## config.mk

```make
export PLATFORM = sky130hd
export DESIGN_NAME = mash111_mod
export DESIGN_NICKNAME = d
export VERILOG_FILES = /design/src/rtl/mash_pkg.sv /design/src/rtl/mash_acc_stage.sv /design/src/rtl/mash_noise_cancel.sv /design/src/rtl/mash111_mod.sv
export SDC_FILE = /design/constraint.sdc
export NUM_CORES = 1
export LEC_CHECK = 0
export BUFFER_PORTS_ARGS = -buffer_cell sky130_fd_sc_hd__clkbuf_2
export CAP_MARGIN = 20
export CORE_MARGIN = 1.5
export CORE_UTILIZATION = 61
export CTS_CLUSTER_SIZE = 28
export DETAILED_ROUTE_END_ITERATION = 16
export GPL_ROUTABILITY_DRIVEN = 0
export PLACE_DENSITY_LB_ADDON = 0.12
export RECOVER_POWER = 25
export SLEW_MARGIN = 0
export SYNTH_ARGS = -nofsm -noshare
export SYNTH_HDL_FRONTEND = slang
export SYNTH_HIERARCHICAL = 1
export SYNTH_SLANG_ARGS = --single-unit
export TNS_END_PERCENT = 100
```

## constraint.sdc

```tcl
create_clock -name clk_i -period 11 [get_ports clk_i]
set_input_delay 2.2 -clock clk_i [delete_from_list [all_inputs] [get_ports clk_i]]
set_output_delay 2.2 -clock clk_i [all_outputs]
set_load 0.005 [all_outputs]
```

## src/rtl/mash_pkg.sv

```systemverilog
package mash_pkg;
  localparam int unsigned NUM_STAGES = 3;
  localparam int unsigned OUT_W      = 4;
  typedef logic signed [OUT_W-1:0] mash_out_t;
endpackage

```

## src/rtl/mash_acc_stage.sv

```systemverilog
module mash_acc_stage #(
  parameter int unsigned W = 16
) (
  input  logic         clk_i,
  input  logic         rst_ni,
  input  logic         en_i,
  input  logic [W-1:0] in_i,
  output logic [W-1:0] res_o,
  output logic         carry_o
);
  logic [W-1:0] acc_q;
  logic [W:0]   sum_w;

  assign sum_w   = {1'b0, acc_q} + {1'b0, in_i};
  assign res_o   = sum_w[W-1:0];
  assign carry_o = sum_w[W];

  always_ff @(posedge clk_i or negedge rst_ni) begin
    if (!rst_ni)   acc_q <= '0;
    else if (en_i) acc_q <= sum_w[W-1:0];
  end

  // frozen while disabled
  p_hold_r6: assert property (@(posedge clk_i) disable iff (!rst_ni)
    !en_i |=> $stable(acc_q));
endmodule

```

## src/rtl/mash_noise_cancel.sv

```systemverilog
module mash_noise_cancel
  import mash_pkg::*;
(
  input  logic                  clk_i,
  input  logic                  rst_ni,
  input  logic                  en_i,
  input  logic [NUM_STAGES-1:0] c_i,
  output mash_out_t             y_o
);
  logic      c2_d1_q, c3_d1_q, c3_d2_q;
  mash_out_t y_next;

  // c1 + (1-z^-1)c2 + (1-z^-1)^2 c3
  always_comb begin
    y_next = $signed({3'b000, c_i[0]})
           + $signed({3'b000, c_i[1]})
           - $signed({3'b000, c2_d1_q})
           + $signed({3'b000, c_i[2]})
           - $signed({2'b00, c3_d1_q, 1'b0})
           + $signed({3'b000, c3_d2_q});
  end

  always_ff @(posedge clk_i or negedge rst_ni) begin
    if (!rst_ni) begin
      c2_d1_q <= 1'b0;
      c3_d1_q <= 1'b0;
      c3_d2_q <= 1'b0;
      y_o     <= '0;
    end else if (en_i) begin
      c2_d1_q <= c_i[1];
      c3_d1_q <= c_i[2];
      c3_d2_q <= c3_d1_q;
      y_o     <= y_next;
    end else begin
      y_o     <= '0;
    end
  end

  p_range_r3: assert property (@(posedge clk_i) disable iff (!rst_ni)
    (y_o >= -4'sd3) && (y_o <= 4'sd4));
  p_zero_off_r6: assert property (@(posedge clk_i) disable iff (!rst_ni)
    !en_i |=> (y_o == 4'sd0));
  p_delay_r4: assert property (@(posedge clk_i) disable iff (!rst_ni)
    en_i |=> (c3_d1_q == $past(c_i[2])) && (c2_d1_q == $past(c_i[1])));
  p_delay_hold_r6: assert property (@(posedge clk_i) disable iff (!rst_ni)
    !en_i |=> $stable(c3_d2_q) && $stable(c3_d1_q));
endmodule

```

## src/rtl/mash111_mod.sv

```systemverilog
module mash111_mod
  import mash_pkg::*;
#(
  parameter int unsigned W = 16
) (
  input  logic            clk_i,
  input  logic            rst_ni,
  input  logic            en_i,
  input  logic [W-1:0]    frac_i,
  output logic [OUT_W-1:0] y_o
);
  logic [W-1:0]          chain [0:NUM_STAGES];
  logic [NUM_STAGES-1:0] carry;
  mash_out_t             y_int;

  assign chain[0] = frac_i;

  for (genvar k = 0; k < NUM_STAGES; k++) begin : g_stage
    mash_acc_stage #(.W(W)) u_acc (
      .clk_i   (clk_i),
      .rst_ni  (rst_ni),
      .en_i    (en_i),
      .in_i    (chain[k]),
      .res_o   (chain[k+1]),
      .carry_o (carry[k])
    );
  end

  mash_noise_cancel u_nc (
    .clk_i  (clk_i),
    .rst_ni (rst_ni),
    .en_i   (en_i),
    .c_i    (carry),
    .y_o    (y_int)
  );

  assign y_o = y_int;
endmodule

```

# After elaboration in Yosys (flattened, before gate mapping)
# Index checks and enable logic that the tools add are counted.
[word_totals]
inputBits = 19
wordCells = 16
register_bits = 55
out_inout_bits = 4
[classes]
n_mux = 1
n_addsub = 8
[ops]
columns = ["op", "n"]
rows = [
  ["$add A16 B16 Y17", 3],
  ["$add A4 B2 Y4", 2],
  ["$mux W4", 1],
  ["$sub A4 B2 Y4", 1],
  ["$sub A4 B3 Y4", 1],
  ["$add A1 B1 Y2", 1],
]

# Longest topological paths before layout
# Gate-level depths: netlist (run 1).
[depth]
word_depth = 8
depth_mapped = 25
depth_no_buf = 23

# Cells and area by module
# The synthesis (run 1) kept the hierarchy.
[by_module_without_submodules]
columns = ["module", "cells_each", "seq_area_each_um2", "area_per_inst_um2", "n_inst"]
rows = [
  ["mash_acc_stage (g_stage[1].u_acc ...)", 173, 400.4, 1585.3, 2],
  ["mash_acc_stage (g_stage[0].u_acc)", 178, 400.4, 1581.5, 1],
  ["mash_noise_cancel", 33, 175.2, 389.1, 1],
]

# Worst setup path before layout (run 1)
# Ideal clock, no wire load.
[synth_timing]
path_kind = "input to register"
startpoint = "input port frac_i[0]"
endpoint = "register u_nc.y_o[2]"
n_path_buf = 2
required_time_ps = 10881
cell_stages = 25
arrival_time_ps = 6808
setup_ps = 119
path_slack_ps = 4073
path_cell_list = "ha_1 fa_1 a21o_1 a221o_2 a21oi_2 xnor2_1 ha_1 clkbuf_2 a21oi_1 o21ai_0 a21oi_1 nand2_1 xor2_1 ha_1 clkbuf_8 nand4_1 o22a_1 o211ai_2 a221o_1 a21o_1 fa_1 inv_1 ha_1 xnor2_1 and2_1"
[synth_rtl]
columns = ["element", "line", "text"]
rows = [
  ["start, declared", "mash111_mod.sv:9", "input logic [W-1:0] frac_i,"],
  ["end signal, assigned", "mash_noise_cancel.sv:33", "y_o <= y_next;"],
  ["end, declared", "mash_noise_cancel.sv:8", "output mash_out_t y_o"],
]

==> results of run 1 <==
==> cell usage in the layout, fill, tap and decap left out, types with 13 or more instances in the layout <==
cell and instances:
nand3_1 21, mux2_2 29, o21ai_0 13, xnor2_1 16, nor2_1 41, clkbuf_2 22
inv_1 23, dfrtp_1 55, nand2_1 36, a21oi_1 33, ha_1 54
==> worst paths after layout <==
kind	start	slack (ns)	cells past startpoint	endpoint
setup / recovery	frac_i[4]	3.64	21	u_nc/y_o[2]$_DFF_PN0_
hold / removal	g_stage[2].u_acc/acc_q[7]$_DFFE_PN0P_	0.51	1	g_stage[2].u_acc/acc_q[7]$_DFFE_PN0P_
setup reg to reg	g_stage[0].u_acc/acc_q[4]$_DFFE_PN0P_	5.23	20	u_nc/y_o[2]$_DFF_PN0_
hold reg to reg	g_stage[2].u_acc/acc_q[7]$_DFFE_PN0P_	0.51	1	g_stage[2].u_acc/acc_q[7]$_DFFE_PN0P_
max in group asynchronous	rst_ni	6.25	2	g_stage[2].u_acc/acc_q[11]$_DFFE_PN0P_
min in group asynchronous	rst_ni	3.00	2	g_stage[0].u_acc/acc_q[14]$_DFFE_PN0P_
==> per-layer routing <==
layer,wire length [um],part of all wire,vias up,global-route usage
li1,-,-,2068,-
met1,5350,0.48,2034,0.381
met2,5250,0.47,128,0.459
met3,517,0.046,12,0.0316
met4,127,0.011,0,0.0585
met5,0,0,-,0
==> layout make-up <==
cell class / count / area share
Inverter: 26 / 0.0184
Tap cell: 105 / 0.0248
Sequential cell: 55 / 0.260
Timing Repair Buffer: 25 / 0.0243
Clock inverter: 1 / 0.00165
Clock buffer: 7 / 0.0163
Multi-Input combinational cell: 444 / 0.654
==> sequential cells by signal, summed over array words and instances (netlist names) <==
signal / count
u_nc/c3_d2_q: 1
u_nc/c3_d1_q: 1
u_nc/y_o: 4
g_stage.u_acc/acc_q: 48
u_nc/c2_d1_q: 1
==> metrics by stage <==
stage               worst slack (ns)  hold WS, ns   util
finish                          3.64        0.508  0.651
floorplan                       4.08        0.456      -
CTS                             3.67        0.512  0.651
global placement                3.53        0.471  0.639
detailed placement              3.36        0.485  0.639
global route                    3.34        0.531  0.651
==> worst max-delay path, delay by kind of cell <==
family,cells,cell delay [ns]
AND/OR/NAND/NOR,5,1.16
adder cells (fa/ha/maj),5,1.73
AO/OA/AOI/OAI,7,2.02
buffers and inverters,2,0.15
XOR/XNOR,2,0.31
==> impl_metrics.yaml, run 1 <==
critical_path:
  crit_chain: "clkbuf_2 -> ha_1 -> a21o_1 -> a31o_2 -> o21ai_4 -> nand2_1 -> o311ai_0 -> ha_1 -> nand2_1 -> or3_1 -> o211ai_2 -> xor2_1 -> ha_1 -> and3_1 -> a221o_1 -> a21o_1 -> fa_1 -> inv_1 -> ha_1 -> xnor2_1 -> and2_1"
  cp_max_fo: 12
  cpPeakStageDelay_ns: 0.47
  crit_type: "input port to flop"
  cp_data_arrival_time_ns: 7.57
  cp_slowest_cell: "o311ai_0"
  critPathMostFrequentCell: "ha_1"
  startpoint_type: "input port"
  end_kind: "flop"
  required_ns: 11.22
die:
  die-height_um: 94.1
  start_util: 0.622
  core_area_mm2: 0.00813
  rows: 33
  io_pins: 23
  die-width_um: 94.1
  die_area_mm2: 0.00885
drt:
  num_vias: 4242
  wirelength_um: 11200
  wl_per_cell_um: 17.0
  drt_pre_antenna_iters: 5
  antenna_left: 0
  remaining_drc_errors: 0
  dr.first_iter.drc_count: 356
  routed_via_density: 6.40
finish:
  stdcell_count: 663
  fillers: 677
  area_growth_syn_to_layout_pct: 4.63
  drive_gt1_frac: 0.168
  ff_latch_area_mm2: 0.00138
  multi_input_area_mm2: 0.00346
  final_nets: 635
  stdcell_area_mm2: 0.00529
  antenna_cells: 0
timing:
  hold_viol: 0
  rsz0062_at_grt: "false"
  period_needed_ns: 7.36
  maxSlewViolCount: 56
  fin_skew_ns: 0.00973
  tns_ns: 0
  fmax_mhz: 136
  fin_crit_sh: 0.669
  slew_headroom: -1.07
  tightestPinTransition_ns: 3.11
  setup_viol: 0
cts:
  insertion_delay_ns: 0.31
  htree_levels: 2
  path_clk_slew_ns: 0.11
  holdBufCountCts: 0
  cts_setup_buffers: 0
  cts_resized: 0
  clk_path_buf_depth: 2
  cts_buffers: 5
  clock_sinks: 55
  root_buffer: "clkbuf_8"
  cts_tree: "yes"
global_routing:
  overflow: 0
  grt_start_max_net_pins: 56
  antenna_found_initial: 0
  grt_pass1_wl_um: 19200
  grt_usage: 0.274
  first_global_vias: 4044
placed_design:
  placed_cells: 655
  dpl_cell_area_mm2: 0.00520
  dp.final_hpwl_um: 8590
  portBuffers: 22
logic_synthesis:
  syn_nets: 623
  syn-cell-area_mm2: 0.00506
  synth_area_per_cell_um2: 9.28
  yosysWarnings: 6
  synth_cells: 545
run_status:
  status: "finished with violations"
  violations: "max-capacitance violations, max-slew violations"
flow_run:
  cap_violations: 1
min_path:
  hp-class: "flop to flop"
Power of run 1 is left out: the tool's default activity adds up to more than one toggle a clock period on the data nets, which glitch-free logic cannot reach.
==> run 2: changes to the inputs <==
--- a/config.mk
+++ b/config.mk
@@ -8,7 +8,7 @@
 export BUFFER_PORTS_ARGS = -buffer_cell sky130_fd_sc_hd__clkbuf_2
 export CAP_MARGIN = 20
 export CORE_MARGIN = 1.5
-export CORE_UTILIZATION = 61
+export CORE_UTILIZATION = 57
 export CTS_CLUSTER_SIZE = 28
 export DETAILED_ROUTE_END_ITERATION = 16
 export GPL_ROUTABILITY_DRIVEN = 0
==> constraint.sdc (replaced) <==
create_clock -name clk_i -period 6.2 [get_ports clk_i]
set_input_delay 1.24 -clock clk_i [delete_from_list [all_inputs] [get_ports clk_i]]
set_output_delay 1.24 -clock clk_i [all_outputs]
set_load 0.005 [all_outputs]
==> impl_metrics.yaml, run 2 (synthesis results as in run 1) <==
critical_path:
  crit_end: "u_nc/y_o[2]$_DFF_PN0_"
  cp_data_arrival_time_ns: 6.12
  ff2ff_setup_slack_ns: 0.92
  r2r-start: "g_stage[0].u_acc/acc_q[0]$_DFFE_PN0P_"
  cp_max_fo: 7
  critPathLaunch: "frac_i[0]"
  startpoint_type: "input port"
  end_kind: "flop"
  r2r-end: "u_nc/y_o[2]$_DFF_PN0_"
  crit_type: "input port to flop"
  required_ns: 6.43
  r2r_cells: 23
die:
  die-width_um: 97.2
  start_util: 0.583
  die-height_um: 97.2
  core_area_mm2: 0.00868
  rows: 34
  die_area_mm2: 0.00945
  io_pins: 23
cts:
  insertion_delay_ns: 0.32
  htree_levels: 2
  clock_sinks: 55
  cts_tree: "yes"
  clk_path_buf_depth: 2
  holdBufCountCts: 0
  path_clk_slew_ns: 0.11
  root_buffer: "clkbuf_8"
  cts_buffers: 5
flow_run:
  cap_violations: 1
timing:
  hold_viol: 0
  fmax_mhz: 170
  tightestPinTransition_ns: 3.09
  fin_skew_ns: 0.0118
  slew_headroom: -1.06
  setup_viol: 0
  fin_crit_sh: 0.951
  maxSlewViolCount: 56
  period_needed_ns: 5.89
finish:
  reg_top3: "g_stage.u_acc/acc_q (48), u_nc/y_o (4)"
  final_nets: 684
  layout_commonest_cell: "dfrtp_1"
  regMostFlops: "g_stage.u_acc/acc_q"
  stdcell_count: 715
  area_growth_syn_to_layout_pct: 12.7
  final_cell_mix: "dfrtp_1, ha_1, buf_4"
  drive_gt1_frac: 0.249
  largest_register_ffs: 48
  antenna_cells: 0
global_routing:
  grt_usage: 0.265
  antenna_found_initial: 0
  grt_start_max_net_pins: 56
  grt_pass1_wl_um: 20600
  first_global_vias: 4416
  overflow: 0
drt:
  num_vias: 4515
  wirelength_um: 12200
  top_layer: "met4"
  remaining_drc_errors: 0
  dr.first_iter.drc_count: 392
  wl_met1_um: 5620
  wl_per_cell_um: 17.1
  wl_met3_um: 604
  routed_via_density: 6.31
  antenna_left: 0
  drt_pre_antenna_iters: 5
  wl_met2_um: 5710
placed_design:
  placed_cells: 703
  dp.final_hpwl_um: 9370
  portBuffers: 22
run_status:
  violations: "max-capacitance violations, max-slew violations"
  status: "finished with violations"
min_path:
  hp-class: "flop to flop"
## run 2: cell types whose count changed in the layout (fill, tap and decap cells not counted), sizes merged
cell	change
clkbuf	-2
clkinv	+1
buf	+49
inv	+1
## run 2: final cells by class
type	count	area, um2
timing repair buffer	74	497
clock buffer	5	68.8
sequential	55	1380
multi-input combinational	444	3510
inverter	26	97.6
tap	108	135
fill	758	2980
clock inverter	3	18.8
## run 2: worst max-delay path: stages
cell and delay (ns):
clkbuf_2 0.08, ha_1 0.21, fa_1 0.41, a21o_1 0.23, a221o_2 0.39, a21oi_2 0.14
xnor2_1 0.16, ha_2 0.36, a21oi_2 0.17, o21ai_1 0.12, a21oi_1 0.17, nand2_1 0.10
xor2_1 0.16, ha_1 0.34, nand4_1 0.12, o22a_1 0.17, o211ai_2 0.11, a221o_1 0.32
a21o_1 0.21, fa_1 0.44, inv_1 0.07, ha_1 0.15, xnor2_1 0.07, and2_1 0.15
## run 2: worst min path at each step
stage / startpoint / to / slack (ns) / depth (start not counted)
floorplan: g_stage[0].u_acc/acc_q[15]$_DFFE_PN0P_ / g_stage[0].u_acc/acc_q[15]$_DFFE_PN0P_ / 0.46 / 2
global placement: g_stage[0].u_acc/acc_q[15]$_DFFE_PN0P_ / g_stage[0].u_acc/acc_q[15]$_DFFE_PN0P_ / 0.47 / 2
detailed placement: g_stage[2].u_acc/acc_q[7]$_DFFE_PN0P_ / g_stage[2].u_acc/acc_q[7]$_DFFE_PN0P_ / 0.48 / 1
CTS: g_stage[0].u_acc/acc_q[15]$_DFFE_PN0P_ / g_stage[0].u_acc/acc_q[15]$_DFFE_PN0P_ / 0.51 / 2
global route: g_stage[1].u_acc/acc_q[15]$_DFFE_PN0P_ / g_stage[1].u_acc/acc_q[15]$_DFFE_PN0P_ / 0.54 / 2
finish: g_stage[0].u_acc/acc_q[15]$_DFFE_PN0P_ / g_stage[0].u_acc/acc_q[15]$_DFFE_PN0P_ / 0.50 / 2
## run 2: timing repair
item,CTS,global route
resized for setup,0,10
setup buffers,0,4
endpoints found under the setup margin,0,2
## run 2: layer usage
| metal | vias to the layer above | GRT usage |
|---|---|---|
| li1 | 2165 | - |
| met1 | 2176 | 0.357 |
| met2 | 146 | 0.437 |
| met3 | 28 | 0.0432 |
| met4 | 0 | 0.0847 |
| met5 | - | 0 |
## run 2: metrics by stage
step           utilization  hold slack (ns)  area, um2  TNS, ns  setup slack, ns
2_1_floorplan            -            0.456       5060        0            0.239
3_3_place_gp         0.639            0.470       5540        0           0.0497
3_5_place_dp         0.639            0.485       5540   -0.142           -0.109
4_1_cts              0.649            0.510       5630        0            0.207
5_1_grt              0.657            0.537       5700  -0.0196          -0.0196
6_report             0.657            0.504       5700        0            0.307
Power of run 2 is left out for the same reason.
==> run 3: changes to the inputs <==
--- a/config.mk
+++ b/config.mk
@@ -8,7 +8,7 @@
 export BUFFER_PORTS_ARGS = -buffer_cell sky130_fd_sc_hd__clkbuf_2
 export CAP_MARGIN = 20
 export CORE_MARGIN = 1.5
-export CORE_UTILIZATION = 57
+export CORE_UTILIZATION = 45
 export CTS_CLUSTER_SIZE = 28
 export DETAILED_ROUTE_END_ITERATION = 16
 export GPL_ROUTABILITY_DRIVEN = 0
==> impl_metrics.yaml, run 3 (synthesis results as in run 1) <==
critical_path:
  cp_top_family: "compound AO/OA/AOI/OAI gates"
  r2r-end: "u_nc/y_o[2]$_DFF_PN0_"
  crit_end: "u_nc/y_o[2]$_DFF_PN0_"
  end_kind: "flop"
  cp_slowest_cell: "fa_1"
  crit_type: "input port to flop"
  critPathLaunch: "frac_i[0]"
  cp_max_fo: 7
  cpPeakStageDelay_ns: 0.44
  ff2ff_setup_slack_ns: 0.93
  required_ns: 6.42
  crit_chain: "clkbuf_2 -> ha_1 -> fa_1 -> a21o_1 -> a221o_2 -> a21oi_2 -> xnor2_1 -> ha_1 -> a21oi_2 -> o21ai_0 -> a21oi_1 -> nand2_1 -> xor2_1 -> ha_1 -> nand4_1 -> o22a_1 -> o211ai_2 -> a221o_1 -> a21o_1 -> fa_1 -> inv_1 -> ha_1 -> xnor2_1 -> and2_1"
  critPathMostFrequentCell: "ha_1"
  cp.depth: 24
  r2r-start: "g_stage[0].u_acc/acc_q[0]$_DFFE_PN0P_"
  r2r_cells: 23
  startpoint_type: "input port"
  critical_path_buf_inv_count: 2
  cp_data_arrival_time_ns: 6.09
finish:
  regMostFlops: "g_stage.u_acc/acc_q"
  area_growth_syn_to_layout_pct: 12.0
  final_nets: 677
  antenna_cells: 0
  drive_gt1_frac: 0.232
  reg_top3: "g_stage.u_acc/acc_q (48), u_nc/y_o (4)"
  final_cell_mix: "dfrtp_1, ha_1, buf_4"
  largest_register_ffs: 48
  stdcell_count: 740
  layout_commonest_cell: "dfrtp_1"
cts:
  insertion_delay_ns: 0.33
  htree_levels: 2
  cts_setup_buffers: 0
  holdBufCountCts: 0
  cts_tree: "yes"
  cts_resized: 0
  cts_buffers: 5
  clock_sinks: 55
  clk_path_buf_depth: 2
  root_buffer: "clkbuf_8"
  path_clk_slew_ns: 0.11
flow_run:
  cap_violations: 1
global_routing:
  grt_pass1_wl_um: 20600
  first_global_vias: 4289
  antenna_found_initial: 0
  overflow: 0
  grt_start_max_net_pins: 56
  grt_usage: 0.221
drt:
  wirelength_um: 12300
  num_vias: 4356
  antenna_left: 0
  wl_per_cell_um: 16.6
  drt_pre_antenna_iters: 5
  routed_via_density: 5.89
  dr.first_iter.drc_count: 324
  remaining_drc_errors: 0
timing:
  setup_viol: 0
  tightestPinTransition_ns: 3.19
  rsz0062_at_grt: "false"
  maxSlewViolCount: 56
  period_needed_ns: 5.87
  slew_headroom: -1.13
  fin_skew_ns: 0.0121
  hold_viol: 0
  fmax_mhz: 170
  holdWs_ns: 0.503
  fin_ws_ns: 0.330
  fin_crit_sh: 0.947
die:
  io_pins: 23
  start_util: 0.465
  die_area_mm2: 0.0119
  core_area_mm2: 0.0109
  die-height_um: 109
  die-width_um: 109
  rows: 38
run_status:
  violations: "max-capacitance violations, max-slew violations"
  status: "finished with violations"
placed_design:
  place_ws_ns: -0.0602
  dp.final_hpwl_um: 9540
  placed_cells: 732
  portBuffers: 22
min_path:
  hp-class: "flop to flop"
## run 3: cell count changes in the layout (fill, tap and decap cells not counted), sizes merged
| cell | previous run | this run |
|---|---|---|
| clkinv | 5 | 4 |
| buf | 51 | 44 |
| clkinvlp | 0 | 1 |
| inv | 24 | 23 |
| clkbuf | 28 | 29 |
## run 3: per-stage QoR
| stage | cell area [um2] | setup TNS (ns) | util |
|---|---|---|---|
| after floorplan | 5060 | 0 | - |
| after global placement | 5560 | -0.00990 | 0.511 |
| after detailed placement | 5560 | -0.0602 | 0.511 |
| after CTS | 5660 | 0 | 0.520 |
| after global routing | 5660 | 0 | 0.520 |
| final | 5660 | 0 | 0.520 |
## run 3: how the worst min path moves through the flow
| stage | slack [ns] | from | endpoint | cells past startpoint |
|---|---|---|---|---|
| 3_3_place_gp | 0.47 | g_stage[2].u_acc/acc_q[15]$_DFFE_PN0P_ | g_stage[2].u_acc/acc_q[15]$_DFFE_PN0P_ | 2 |
| 6_report | 0.50 | g_stage[1].u_acc/acc_q[7]$_DFFE_PN0P_ | g_stage[1].u_acc/acc_q[7]$_DFFE_PN0P_ | 1 |
| 2_1_floorplan | 0.46 | g_stage[0].u_acc/acc_q[15]$_DFFE_PN0P_ | g_stage[0].u_acc/acc_q[15]$_DFFE_PN0P_ | 2 |
| 3_5_place_dp | 0.49 | g_stage[1].u_acc/acc_q[7]$_DFFE_PN0P_ | g_stage[1].u_acc/acc_q[7]$_DFFE_PN0P_ | 1 |
| 4_1_cts | 0.51 | g_stage[1].u_acc/acc_q[7]$_DFFE_PN0P_ | g_stage[1].u_acc/acc_q[7]$_DFFE_PN0P_ | 1 |
| 5_1_grt | 0.53 | g_stage[1].u_acc/acc_q[7]$_DFFE_PN0P_ | g_stage[1].u_acc/acc_q[7]$_DFFE_PN0P_ | 1 |
## run 3: final cells by class
class                           instances  area [um2]
Inverter                               26        97.6
Tap cell                              140         175
Sequential cell                        55        1380
Clock buffer                            6        82.6
Multi-Input combinational cell        444        3470
Timing Repair Buffer                   67         444
Fill cell                            1039        5220
Clock inverter                          2        16.3
## run 3: worst register-to-register path, cell delays in order (launching register included)
cell	delay [ns]
dfrtp_1	0.40
ha_1	0.21
fa_1	0.41
a21o_1	0.23
a221o_2	0.38
a21oi_2	0.14
xnor2_1	0.16
ha_1	0.35
a21oi_2	0.17
o21ai_0	0.13
a21oi_1	0.18
nand2_1	0.10
xor2_1	0.16
ha_1	0.35
nand4_1	0.12
o22a_1	0.17
o211ai_2	0.11
a221o_1	0.32
a21o_1	0.21
fa_1	0.44
inv_1	0.07
ha_1	0.15
xnor2_1	0.06
and2_1	0.14
## run 3: per-layer routing
| layer | part of all wire | vias up | track usage |
|---|---|---|---|
| li1 | - | 2154 | - |
| met1 | 0.47 | 2090 | 0.303 |
| met2 | 0.47 | 100 | 0.376 |
| met3 | 0.047 | 12 | 0.0251 |
| met4 | 0.012 | 0 | 0.0451 |
| met5 | 0 | - | 0 |
Power of run 3 is left out for the same reason.
